===== src/rtl/adma_pkg.sv =====
package adma_pkg;
   localparam int ADDR_W = 32;
   localparam int LEN_W  = 17;

   typedef enum logic [1:0] {
      ACT_NOP    = 2'b00,
      ACT_SETLEN = 2'b01,
      ACT_XFER   = 2'b10,
      ACT_LINK   = 2'b11
   } act_e;

   typedef enum logic [1:0] {
      ERR_NONE  = 2'b00,
      ERR_FETCH = 2'b01,
      ERR_XFER  = 2'b10
   } errst_e;

   typedef enum logic [3:0] {
      S_IDLE, S_F0, S_F0W, S_F1, S_F1W, S_DEC,
      S_XR, S_XWA, S_XWB, S_POST, S_YIELD
   } st_e;

   typedef struct packed {
      logic [ADDR_W-1:0] addr;
      logic [LEN_W-1:0]  len;
      act_e              act;
      logic              valid;
      logic              last;
      logic              irq;
   } desc_t;

   function automatic logic [LEN_W-1:0] len_of(input logic [15:0] f);
      return (f == 16'h0) ? 17'h10000 : {1'b0, f};
   endfunction
endpackage


===== src/rtl/adma_desc_decode.sv =====
module adma_desc_decode
   import adma_pkg::*;
(
   input  logic        fmt_b,
   input  logic [31:0] w0,
   input  logic [31:0] w1,
   output desc_t       d
);
   logic unused_bits;
   assign unused_bits = ^{w0[11:6], w0[3], w1[1:0]};

   always_comb begin
      d.valid = w0[0];
      d.last  = w0[1];
      d.irq   = w0[2];
      d.act   = act_e'(w0[5:4]);
      if (fmt_b) begin
         d.addr = {w1[31:2], 2'b00};
         d.len  = len_of(w0[31:16]);
      end else begin
         d.addr = {w0[31:12], 12'h000};
         d.len  = (w0[5:4] == ACT_SETLEN) ? len_of(w0[27:12]) : 17'h01000;
      end
   end
endmodule


===== src/rtl/adma_blk_track.sv =====
module adma_blk_track #(
   parameter int BSW = 12,
   parameter int BCW = 16
) (
   input  logic           clk,
   input  logic           rst_n,
   input  logic           load,
   input  logic [BCW-1:0] cnt_in,
   input  logic [BSW-1:0] bsize,
   input  logic           cnt_en,
   input  logic           step,
   output logic [BCW-1:0] cnt,
   output logic           last_blk
);
   logic [BSW-1:0] off;
   logic           wrap;

   assign wrap     = (off == (bsize - BSW'(1)));
   assign last_blk = wrap && cnt_en && (cnt == BCW'(1));

   always_ff @(posedge clk or negedge rst_n) begin
      if (!rst_n) begin
         off <= '0;
         cnt <= '0;
      end else if (load) begin
         off <= '0;
         cnt <= cnt_in;
      end else if (step) begin
         off <= wrap ? '0 : off + BSW'(1);
         if (wrap && cnt_en) cnt <= cnt - BCW'(1);
      end
   end
endmodule


===== src/rtl/adma_engine.sv =====
module adma_engine
   import adma_pkg::*;
#(
   parameter int BSW       = 12,
   parameter int BCW       = 16,
   parameter int MAX_DESC  = 4,
   parameter int YIELD_CYC = 8
) (
   input  logic           clk,
   input  logic           rst_n,
   input  logic           start,
   input  logic           fmt_b,
   input  logic           cap_fmt_a,
   input  logic           cap_fmt_b,
   input  logic           dir_rd,
   input  logic           cnt_en,
   input  logic [BCW-1:0] blk_cnt_in,
   input  logic [BSW-1:0] blk_size,
   input  logic [31:0]    tbl_addr_in,
   output logic           mem_rd_en,
   output logic           mem_wr_en,
   output logic [31:0]    mem_addr,
   output logic [7:0]     mem_wdata,
   input  logic [31:0]    mem_rdata,
   input  logic [7:0]     card_in_data,
   output logic           card_take,
   output logic           card_out_valid,
   output logic [7:0]     card_out_data,
   output logic           busy,
   output logic           done,
   output logic           dma_int,
   output logic           adma_err,
   output logic [1:0]     err_state,
   output logic           len_mismatch,
   output logic [31:0]    tbl_addr,
   output logic [BCW-1:0] blk_cnt
);
   localparam int DCW = $clog2(MAX_DESC + 1);
   localparam int YCW = $clog2((YIELD_CYC > 1) ? YIELD_CYC : 2);

   generate
      if (BSW < 2 || BSW > 16) begin : g_bad_bsw
         $error("BSW must lie in 2..16");
      end
      if (BCW < 1) begin : g_bad_bcw
         $error("BCW must be positive");
      end
      if (MAX_DESC < 1 || YIELD_CYC < 1) begin : g_bad_yield
         $error("MAX_DESC and YIELD_CYC must be at least 1");
      end
   endgenerate

   st_e              st;
   logic             fmt_r, dir_r, cen_r;
   logic [BSW-1:0]   bs_r;
   logic [31:0]      w0, w1, daddr;
   logic [LEN_W-1:0] rem;
   logic             last_f, irq_f;
   logic [DCW-1:0]   ndesc;
   desc_t            dsc;
   logic             start_ok, step, last_blk, terminate, mismatch, yield_over;
   logic [31:0]      inc;

   adma_desc_decode u_dec (.fmt_b(fmt_r), .w0(w0), .w1(w1), .d(dsc));

   assign start_ok = (st == S_IDLE) && start && (fmt_b ? cap_fmt_b : cap_fmt_a);

   adma_blk_track #(.BSW(BSW), .BCW(BCW)) u_blk (
      .clk(clk), .rst_n(rst_n), .load(start_ok), .cnt_in(blk_cnt_in),
      .bsize(bs_r), .cnt_en(cen_r), .step(step), .cnt(blk_cnt),
      .last_blk(last_blk)
   );

   generate
      if (YIELD_CYC > 1) begin : g_ywait
         logic [YCW-1:0] ycnt;
         always_ff @(posedge clk or negedge rst_n) begin
            if (!rst_n)              ycnt <= '0;
            else if (st != S_YIELD)  ycnt <= '0;
            else                     ycnt <= ycnt + YCW'(1);
         end
         assign yield_over = (ycnt == YCW'(YIELD_CYC - 1));
      end else begin : g_ynone
         assign yield_over = 1'b1;
      end
   endgenerate

   assign busy           = (st != S_IDLE);
   assign mem_rd_en      = (st == S_F0) || (st == S_F1) || (st == S_XWA);
   assign mem_addr       = (st == S_F0) ? tbl_addr :
                           (st == S_F1) ? tbl_addr + 32'd4 : daddr;
   assign mem_wr_en      = (st == S_XR);
   assign mem_wdata      = card_in_data;
   assign card_take      = (st == S_XR);
   assign card_out_valid = (st == S_XWB);
   assign card_out_data  = mem_rdata[8*daddr[1:0] +: 8];
   assign step           = card_take || card_out_valid;
   assign inc            = fmt_r ? 32'd8 : 32'd4;
   assign terminate      = last_f || (cen_r && blk_cnt == '0);
   assign mismatch       = (rem != '0) || (last_f && cen_r && blk_cnt != '0);

   always_ff @(posedge clk or negedge rst_n) begin
      if (!rst_n) begin
         st <= S_IDLE;
         {fmt_r, dir_r, cen_r, last_f, irq_f} <= '0;
         bs_r <= '0; w0 <= '0; w1 <= '0; daddr <= '0; rem <= '0;
         ndesc <= '0; tbl_addr <= '0;
         done <= 1'b0; dma_int <= 1'b0; adma_err <= 1'b0;
         err_state <= ERR_NONE; len_mismatch <= 1'b0;
      end else begin
         done     <= 1'b0;
         dma_int  <= 1'b0;
         adma_err <= 1'b0;
         case (st)
            S_IDLE: if (start_ok) begin
               tbl_addr <= tbl_addr_in;
               fmt_r <= fmt_b; dir_r <= dir_rd; cen_r <= cnt_en; bs_r <= blk_size;
               ndesc <= '0; err_state <= ERR_NONE; len_mismatch <= 1'b0;
               st <= S_F0;
            end
            S_F0: begin
               len_mismatch <= 1'b0;
               st <= S_F0W;
            end
            S_F0W: begin
               w0 <= mem_rdata;
               st <= fmt_r ? S_F1 : S_DEC;
            end
            S_F1:  st <= S_F1W;
            S_F1W: begin
               w1 <= mem_rdata;
               st <= S_DEC;
            end
            S_DEC: begin
               last_f <= dsc.last;
               irq_f  <= dsc.irq;
               rem    <= '0;
               if (!dsc.valid) begin
                  adma_err  <= 1'b1;
                  err_state <= ERR_FETCH;
                  st        <= S_IDLE;
               end else begin
                  case (dsc.act)
                     ACT_XFER: begin
                        daddr    <= dsc.addr;
                        rem      <= dsc.len;
                        tbl_addr <= tbl_addr + inc;
                        st       <= dir_r ? S_XR : S_XWA;
                     end
                     ACT_LINK: begin
                        tbl_addr <= dsc.addr;
                        st       <= S_POST;
                     end
                     default: begin
                        tbl_addr <= tbl_addr + inc;
                        st       <= S_POST;
                     end
                  endcase
               end
            end
            S_XWA: st <= S_XWB;
            S_XR, S_XWB: begin
               daddr <= daddr + 32'd1;
               rem   <= rem - LEN_W'(1);
               if (last_blk || rem == LEN_W'(1)) st <= S_POST;
               else                              st <= dir_r ? S_XR : S_XWA;
            end
            S_POST: begin
               dma_int <= irq_f;
               if (terminate) begin
                  done <= 1'b1;
                  if (mismatch) begin
                     len_mismatch <= 1'b1;
                     err_state    <= ERR_XFER;
                     adma_err     <= 1'b1;
                  end
                  st <= S_IDLE;
               end else if (ndesc == DCW'(MAX_DESC - 1)) begin
                  ndesc <= '0;
                  st    <= S_YIELD;
               end else begin
                  ndesc <= ndesc + DCW'(1);
                  st    <= S_F0;
               end
            end
            S_YIELD: if (yield_over) st <= S_F0;
            default: st <= S_IDLE;
         endcase
      end
   end
endmodule


===== config.mk =====
export PLATFORM = sky130hd
export DESIGN_NAME = adma_engine
export DESIGN_NICKNAME = d
export VERILOG_FILES = /design/src/rtl/adma_pkg.sv /design/src/rtl/adma_desc_decode.sv /design/src/rtl/adma_blk_track.sv /design/src/rtl/adma_engine.sv
export SDC_FILE = /design/constraint.sdc
export NUM_CORES = 1
export LEC_CHECK = 0
export BUFFER_PORTS_ARGS = -buffer_cell sky130_fd_sc_hd__buf_2
export CAP_MARGIN = 20
export CORE_MARGIN = 5
export CORE_UTILIZATION = 50
export DETAILED_ROUTE_END_ITERATION = 8
export GPL_TIMING_DRIVEN = 0
export PLACE_DENSITY = 0.76
export SYNTH_ARGS = -nofsm -noshare
export SYNTH_HDL_FRONTEND = slang
export SYNTH_SLANG_ARGS = --single-unit

===== constraint.sdc =====
create_clock -name clk -period 4.05 [get_ports clk]
set_clock_uncertainty 0.1 [all_clocks]
set_input_delay 1.215 -clock clk [delete_from_list [all_inputs] [get_ports clk]]
set_output_delay 1.215 -clock clk [all_outputs]
set_load 0.005 [all_outputs]

Word level (Yosys, flattened, before mapping)
Cells that the tools add are included.
{"block": "op_classes", "n_addsub": 9, "n_eq_ne": 27, "n_shift": 1, "n_mux": 55, "reduce_logical": 36}
{"operator": "$mux W32", "count": 7}
{"operator": "$pmux W32 S2", "count": 2}
{"operator": "$mux W17", "count": 5}
{"operator": "$mux W49", "count": 1}
{"operator": "$logic_not A16 Y1", "count": 3}
{"operator": "$mux W16", "count": 3}
{"operator": "$pmux W4 S10", "count": 1}
{"operator": "$mux W12", "count": 3}
{"operator": "$pmux W17 S2", "count": 1}
{"operator": "$add A32 B1 Y32 const B", "count": 1}
{"operator": "$add A32 B3 Y32 const B", "count": 1}
{"operator": "$add A32 B4 Y32", "count": 1}
{"operator": "$mux W4", "count": 8}
{"operator": "$shiftx A32 B6 Y8", "count": 1}
{"operator": "$eq A17 B1 Y1 const B", "count": 1}
{"operator": "$reduce_bool A17 Y1", "count": 1}
{"operator": "$sub A17 B1 Y17 const B", "count": 1}
{"operator": "$eq A16 B1 Y1 const B", "count": 1}
{"operator": "$eq A4 B3 Y1 const B", "count": 4}
{"operator": "$ne A2 B2 Y1 const B", "count": 8}
{"operator": "$reduce_bool A16 Y1", "count": 1}
{"operator": "$sub A16 B1 Y16 const B", "count": 1}
{"operator": "$mux W3", "count": 5}
{"operator": "$add A12 B1 Y12 const B", "count": 1}
{"operator": "other kinds (28)", "count": 66}
{"block": "totals", "regBits": 206, "input_bits": 108, "output_inout_bits": 107}

Depth between registers and ports, before layout
Gate-level depths: netlist of the first run.
{"block": "logic_depth", "word_depth": 7, "mapped_depth": 16}

Hierarchy
Synthesis of the first run repeated with hierarchy kept, for this count alone.
{"block": "hier_totals", "hier_cells": 1476, "area_unflattened_um2": 13290.2}
{"module": "adma_engine", "n_inst": 1, "cells_each": 1125, "area_per_inst_um2": 10442.5}
{"module": "adma_blk_track", "n_inst": 1, "cells_each": 278, "area_per_inst_um2": 2249.7}
{"module": "adma_desc_decode", "n_inst": 1, "cells_each": 73, "area_per_inst_um2": 598.1}

Worst setup path before layout of the first run
No wires, ideal clock.
{"block": "synth_path", "path_type": "register -> register", "start": "register fmt_r", "end": "register tbl_addr[28]", "t_arrival_ns": 3.515, "path_slack_ns": 0.310, "path_stages_with_launch": 15, "n_path_buf": 5, "period_less_slack_ns": 3.740, "cell_sequence": "dfrtp_1 -> clkbuf_1 -> clkbuf_1 -> clkbuf_1 -> clkbuf_1 -> inv_1 -> fa_1 -> and3b_1 -> clkbuf_1 -> nand4_1 -> nor3_1 -> xnor2_1 -> a21oi_1 -> o21ai_0 -> mux2_2"}
{"block": "synth_via", "elab_chain_cells": 5}
{"element": "start: declaration", "line": "adma_engine.sv:54", "rtl": "logic fmt_r, dir_r, cen_r;"}
{"element": "start signal: assignment", "line": "adma_engine.sv:117", "rtl": "fmt_r <= fmt_b; dir_r <= dir_rd; cen_r <= cnt_en; bs_r <= blk_size;"}
{"element": "$mux W4", "line": "adma_engine.sv:98", "rtl": "assign inc = fmt_r ? 32'd8 : 32'd4;"}
{"element": "$add A32 B4 Y32", "line": "adma_engine.sv:147, adma_engine.sv:155"}
{"element": "$mux W32 *"}
{"element": "$mux W32 *", "line": "adma_engine.sv:138", "rtl": "if (!dsc.valid) begin"}
{"element": "$pmux W32 S2 *", "line": "adma_engine.sv:114", "rtl": "case (st)"}
{"element": "end signal: assignment", "line": "adma_engine.sv:116", "rtl": "tbl_addr <= tbl_addr_in;"}
{"element": "end signal: assignment", "line": "adma_engine.sv:147", "rtl": "tbl_addr <= tbl_addr + inc;"}
{"element": "end signal: assignment", "line": "adma_engine.sv:155", "rtl": "tbl_addr <= tbl_addr + inc;"}
{"element": "end: declaration", "line": "adma_engine.sv:35", "rtl": "output logic [31:0] tbl_addr,"}
Every way passes the cells marked *; elsewhere a longest branch is shown, timed or not. The select of a mux whose other input is x is not followed.
A chain may end at the register's enable or synchronous reset.

Final worst setup path of the first run
{"block": "layout_path", "start": "register tbl_addr[25]", "end": "output mem_addr[31]"}
{"block": "layout_via", "elab_chain_cells": 3}
{"element": "start signal: assignment", "line": "adma_engine.sv:116"}
{"element": "start signal: assignment", "line": "adma_engine.sv:147"}
{"element": "start signal: assignment", "line": "adma_engine.sv:151", "rtl": "tbl_addr <= dsc.addr;"}
{"element": "$add A32 B3 Y32", "line": "adma_engine.sv:91", "rtl": "(st == S_F1) ? tbl_addr + 32'd4 : daddr;"}
{"element": "$mux W32", "line": "adma_engine.sv:91"}
{"element": "$mux W32", "line": "adma_engine.sv:90", "rtl": "assign mem_addr = (st == S_F0) ? tbl_addr :"}
{"element": "end: declaration", "line": "adma_engine.sv:22", "rtl": "output logic [31:0] mem_addr,"}
Every way passes these cells.

==> summary.txt, run 1 <==
Antenna Cells -> 0
clk slew on worst S/H paths -> 0.08 ns
Core Area -> 0.0244 mm²
Starting Density -> 50.9%
initial antenna violation count -> 0
Synth Area in XOR/XNOR -> 4.45%
P_sw -> 5.48 mW
Final TNS setup -> 0 ns
crit path time final -> 3.96 ns
HPWL after detailed placement -> 34200 µm
Peak VDD IR -> 0.413 mV
Antenna Nets Post-Route -> 0
pre-CTS WS -> -1.14 ns
CTS tree -> yes
Worst Setup Start Kind -> flip-flop
Leakage -> 6.01 nW
highest routed layer -> met4
DR pass1 iterations -> 6
die height -> 168 µm
Synth Instances -> 1414
first-pass GRT wire length -> 69500 µm
Final period util -> 97.8%
port bufs -> 206
maximum buffer depth of the clock tree -> 2
crit path DAT -> 2.65 ns
Via Count -> 12484
crit-path cells -> clkbuf_1 > nand3_1 > or3_1 > nor2_1 > nand3_1 > xor2_1 > a21oi_1 > buf_2
CP endpoint kind -> output pin
routed wire length -> 44900 µm
Vias/cell -> 6.33
FF+latch count, synth -> 197
most used cell, CP -> nand3_1
Yosys Warn Count -> 0
Synth area leaders -> dfrtp_1 40%, mux2_2 6.6%, nand2_1 4.9%
clock share of power -> 15.4%
CTS sink cnt -> 197
DRC viols -> 0
largest net degree at the start of global routing -> 103
Met3 Routed Length -> 4410 µm
Placement Rows -> 57
status -> completed
Seq/Total Area, Yosys -> 39.7%
post-synth net total -> 1536
DR WL/cell -> 22.8 µm
Post-Synth Simple-Gate Area -> 22.3%
Power per Cell Area -> 789 mW/mm²
Worst Tran Pin Value -> 1.07 ns
Cell variety after synth -> 78
Tightest Hold Check Type -> reg2reg
Max-Cap Viols -> 0
vias in the first global route -> 11968
Reg power frac -> 34.3%
final worst slack -> 0.0895 ns
Cell Int Power -> 6.01 mW
main flop type after synthesis -> dfrtp_1
ranking of synthesized cells by instance count -> 197 x dfrtp_1, 163 x nand2_1, 131 x nor2_1, 111 x a21oi_1, 81 x clkbuf_1
count leader, synth -> dfrtp_1
die footprint -> 0.0281 mm²
NumNets Final -> 1757
RSZ-0062 raised after global routing -> yes
Inserted Clock Buffers -> 17
Die Width -> 168 µm
f_max -> 252 MHz
min-delay src -> g_ywait.ycnt[0]
grt total ovfl -> 0
Ports -> 215
sw frac -> 47.7%
Slowest-stage cell, CP -> or3_1
EDFF count, synth -> 0
Area Overhead vs Synth -> 17.3%
Synth Area in Compound Gates -> 18.5%
critical register-to-register path startpoint -> st[0]
main combinational cell family by area after synthesis -> simple AND/OR/NAND/NOR gates
Synth top area share -> 39.7%
CP Max Fanout -> 7
largest area contributor in the netlist -> dfrtp_1
final hold vios -> 0
Post-synth ARST share -> 100%
kind of critical path -> reg2out
layout cells sized above 1 -> 22.6%
Worst path max stage delay -> 0.44 ns
Placer Congestion -> 1.00
met1 wire length -> 17800 µm
clk_lat worst skew -> 0.46 ns
relative slew slack -> 28.6%
combinational fraction of design power -> 50.3%
Worst Setup SP -> tbl_addr[25]
met2 wire len -> 20600 µm
Slew Viols, Final -> 0
Crit path required time -> 2.73 ns
Synth Area in Adders -> 1.47%
mux share of post-synthesis cell area -> 9.53%
cell area after synthesis -> 0.0124 mm²
GRT Util Overall -> 31.3%
CTS root buffer -> clkbuf_16
Avg Cell Area, Syn -> 8.78 µm²
H-tree depth -> 4
initial DRC count -> 1488
Final Setup Violations -> 0
total power -> 11.5 mW
==> through the flow <==
step | std cells | hold slack [ns] | util [%] | cell area, µm²
5_1_grt | 1972 | 0.382 | 59.7 | 14600
2_1_floorplan | 1414 | 0.308 | - | 12400
3_5_place_dp | 1946 | 0.328 | 57.0 | 13900
6_report | 1972 | 0.342 | 59.7 | 14600
4_1_cts | 1973 | 0.339 | 59.6 | 14500
3_3_place_gp | 1944 | 0.322 | 56.8 | 13800
==> critical path: cells and delay by family (launching register included) <==
family	cells	cell delay, ns
AOI/OAI and AO/OA	1	0.14
xor gates and xnor gates	1	0.28
and+or+nand+nor	4	0.97
DFF	1	0.35
buffers and inverters	2	0.44
==> placed cells by master, fill, tap and decap left out, drive strengths merged, types with 14 or more instances in the layout <==
cell type,count
nor4,25
a21oi,111
or4,16
dfrtp,197
a22oi,16
o21ai,80
nand2,163
and3,18
nor3,49
or3,14
a31oi,23
xnor2,35
nand3,50
mux2i,18
nor2,131
buf,230
o211ai,21
clkbuf,90
xor2,28
mux2,73
nand2b,14
nand4,23
and2,14
inv,29
a211oi,24
==> logic make-up (layout without fill, tap and decap cells) <==
group	count (synthesis)	in the layout
AOI/OAI and AO/OA	358	358
xor gates and xnor gates	63	63
buffers and inverters	119	353
muxes	99	99
adders and majority gates	14	14
DFF	197	197
and+or+nand+nor	564	564
==> power by group through the flow <==
| stage | registers [mW] | clock network, mW | logic (mW) |
|---|---|---|---|
| floorplan | 3.51 | 0 | 3.71 |
| global placement | 3.78 | 0 | 5.63 |
| detailed placement | 3.81 | 0 | 5.73 |
| CTS | 3.84 | 1.77 | 5.72 |
| global route | 4.06 | 1.86 | 6.27 |
| finish | 3.95 | 1.77 | 5.78 |
==> state kept, by name, indices dropped and copies added (netlist names), 2 cells and up <==
register      count
ndesc             3
st                4
w1               30
rem              17
u_blk.cnt        16
err_state         2
tbl_addr         32
u_blk.off        12
bs_r             12
daddr            32
w0               25
g_ywait.ycnt      3
==> per-layer routing <==
layer / track usage (%) / vias to the layer above
met5: 0 / -
met4: 14.2 / 0
met3: 5.35 / 138
met2: 49.1 / 710
met1: 42.7 / 6006
li1: - / 5630
==> area by class of cell <==
cell class / count / area [µm²]
inverters: 20 / 75.1
fillers: 2213 / 9830
multi-input cells: 1098 / 7030
plain buffers: 89 / 389
repair buffers: 212 / 1120
clock buffers: 19 / 453
flip-flops and latches: 197 / 4940
clock inverters: 13 / 150
well taps: 324 / 405
==> worst paths after layout <==
kind / endpoint / slack [ns] / cells past startpoint
worst max-delay path: mem_addr[31] / 0.09 / 8
worst min-delay path: g_ywait.ycnt[0] / 0.34 / 1
worst max register to register: tbl_addr[7] / 0.18 / 8
worst min register to register: g_ywait.ycnt[0] / 0.34 / 1
max in group asynchronous: w0[28] / 2.16 / 2
min in group asynchronous: u_blk.cnt[7] / 0.71 / 1
==> what timing repair did <==
action / CTS / global route
hold buffers: 0 / 0
resized for setup: 10 / 11
pin swaps: 1 / 1
endpoints found under the setup margin: 60 / 33
buffers inserted: 2 / 2
Power figures use the tool's default switching activity.
==> run 2: changes to the inputs <==
--- a/config.mk
+++ b/config.mk
@@ -14,4 +14,5 @@
 export PLACE_DENSITY = 0.76
 export SYNTH_ARGS = -nofsm -noshare
 export SYNTH_HDL_FRONTEND = slang
+export SYNTH_HIERARCHICAL = 1
 export SYNTH_SLANG_ARGS = --single-unit
==> run 2 against run 1 <==
  * Critical endpoint is now mem_addr[20]
  * Sequential power is 2% lower
  * Routed wire length rose by 6.1%
  * Combinational power is 7.8% higher
  * Synthesized area rose by 4.5%
  * Clock power is 6% higher
  * Largest power group unchanged
  * Critical path depth is 1 lower
  * Sequential share of layout area is 1.5 points lower
  * Via count rose by 5.5%
  * Register-to-register slack about the same
==> summary.txt, run 2 <==
initial antenna violation count -> 0
Placer Congestion -> 0.980
most frequent cells in the layout -> 243 x buf_2, 201 x nand2_1, 197 x dfrtp_1, 113 x nor2_1, 88 x o21ai_0
Worst Setup SP -> tbl_addr[2]
port bufs -> 206
DR WL/cell -> 23.4 µm
hold-fix buffers at CTS -> 0
f_max -> 254 MHz
CP Max Fanout -> 7
met3 Track Usage GR -> 5.61%
Die Width -> 171 µm
DR pass1 iterations -> 5
Avg Cell Area, Syn -> 8.89 µm²
vias in the first global route -> 12390
HPWL after detailed placement -> 35700 µm
final core utilization -> 59.0%
CTS sink cnt -> 197
Top Usage Layer GRT -> met2
Tightest Hold Check Type -> reg2reg
Worst Tran Pin Value -> 1.09 ns
first-pass GRT wire length -> 72200 µm
NumNets Final -> 1811
relative slew slack -> 26.8%
kind of critical path -> reg2out
layout cells sized above 1 -> 26.0%
crit path DAT -> 2.62 ns
GRT Util Overall -> 31.8%
Crit path required time -> 2.73 ns
commonest non-fill, non-tap cell in the layout -> buf_2
final hold vios -> 0
Yosys Warn Count -> 6
Synth Instances -> 1458
Final period util -> 97.1%
CTS root buffer -> clkbuf_16
die footprint -> 0.0292 mm²
status -> completed
crit path time final -> 3.93 ns
critical register-to-register path startpoint -> bs_r[0]
DRC viols -> 0
Power per Cell Area -> 788 mW/mm²
Peak VDD IR -> 0.389 mV
Starting Density -> 50.3%
Area Overhead vs Synth -> 17.2%
Worst Setup Start Kind -> flip-flop
Final Setup Violations -> 0
Leakage -> 6.51 nW
Core Area -> 0.0258 mm²
initial DRC count -> 1676
Max-Cap Viols -> 0
CTS tree -> yes
Via Count -> 13172
Placement Rows -> 59
final worst slack -> 0.117 ns
Vias/cell -> 6.47
clk slew on worst S/H paths -> 0.08 ns
Inserted Clock Buffers -> 17
die height -> 171 µm
Slew Viols, Final -> 0
cell area after synthesis -> 0.0130 mm²
met1 usage -> 43.0%
maximum buffer depth of the clock tree -> 2
Regs by FF count -> daddr x32, tbl_addr x32, w1 x30
Ports -> 215
CP endpoint kind -> output pin
largest net degree at the start of global routing -> 76
H-tree depth -> 4
routed wire length -> 47600 µm
Antenna Nets Post-Route -> 0
clk_lat worst skew -> 0.45 ns
grt met2 use -> 51.0%
min-delay src -> g_ywait.ycnt[0]
grt total ovfl -> 0
pre-CTS WS -> 0.0442 ns
run 2: cell types whose count changed in the layout (fill, tap and decap cells not counted), sizes merged, moves of 14 or more:
cell	delta
a21oi	-45
a22o	+15
buf	+51
clkbuf	-27
mux2i	-14
nand2	+39
nor2	-18
nor3	-15
run 2: worst paths after layout:
| kind | endpoint | slack [ns] | cells past startpoint |
|---|---|---|---|
| worst max-delay path | mem_addr[20] | 0.12 | 7 |
| worst min-delay path | g_ywait.ycnt[0] | 0.34 | 1 |
| worst max register to register | st[1] | 0.19 | 14 |
| worst min register to register | g_ywait.ycnt[0] | 0.34 | 1 |
| max in group asynchronous | daddr[28] | 2.17 | 3 |
| min in group asynchronous | u_blk/cnt[8] | 0.57 | 1 |
run 2: repair_timing:
action,CTS,global route
endpoints found under the setup margin,5,16
buffers inserted,0,1
pin swaps,0,2
gates resized for setup,1,9
run 2: critical path, stage by stage, from the launching register on:
cell     delay (ns)
dfrtp_1        0.52
ha_1           0.22
nand4_1        0.20
nor2_1         0.46
nand2_1        0.12
xor2_1         0.17
o21ai_0        0.30
buf_2          0.18
run 2: area by class of cell:
type | count | area (µm²)
Buffer | 117 | 621
Clock buffer | 17 | 425
Timing Repair Buffer | 210 | 1110
Multi-Input combinational cell | 1111 | 7330
Antenna cell | 1 | 2.50
Tap cell | 335 | 419
Clock inverter | 15 | 225
Fill cell | 2323 | 10600
Sequential cell | 197 | 4930
Inverter | 34 | 133
run 2: per-layer routing:
metal | up-vias | share of wire [%]
li1 | 5861 | -
met2 | 850 | 46
met3 | 148 | 10
met5 | - | 0
met4 | 0 | 4.2
met1 | 6313 | 40
run 2: where the power goes:
part           leakage [nW]  switching (mW)  internal, mW
combinational          3.84            3.70          2.53
sequential             2.35            1.06          2.81
clock                 0.313           0.999         0.878
run 2: per-stage QoR:
step	hold WS [ns]	power [mW]	instance area (µm²)	setup TNS (ns)	cells
2_1_floorplan	0.307	7.46	13000	0	1459
4_1_cts	0.342	11.8	15100	0	2035
6_report	0.340	12.0	15200	0	2037
3_3_place_gp	0.316	9.74	14400	-337.76	2000
5_1_grt	0.365	12.6	15200	-0.00752	2036
3_5_place_dp	0.333	9.90	14500	0	2003
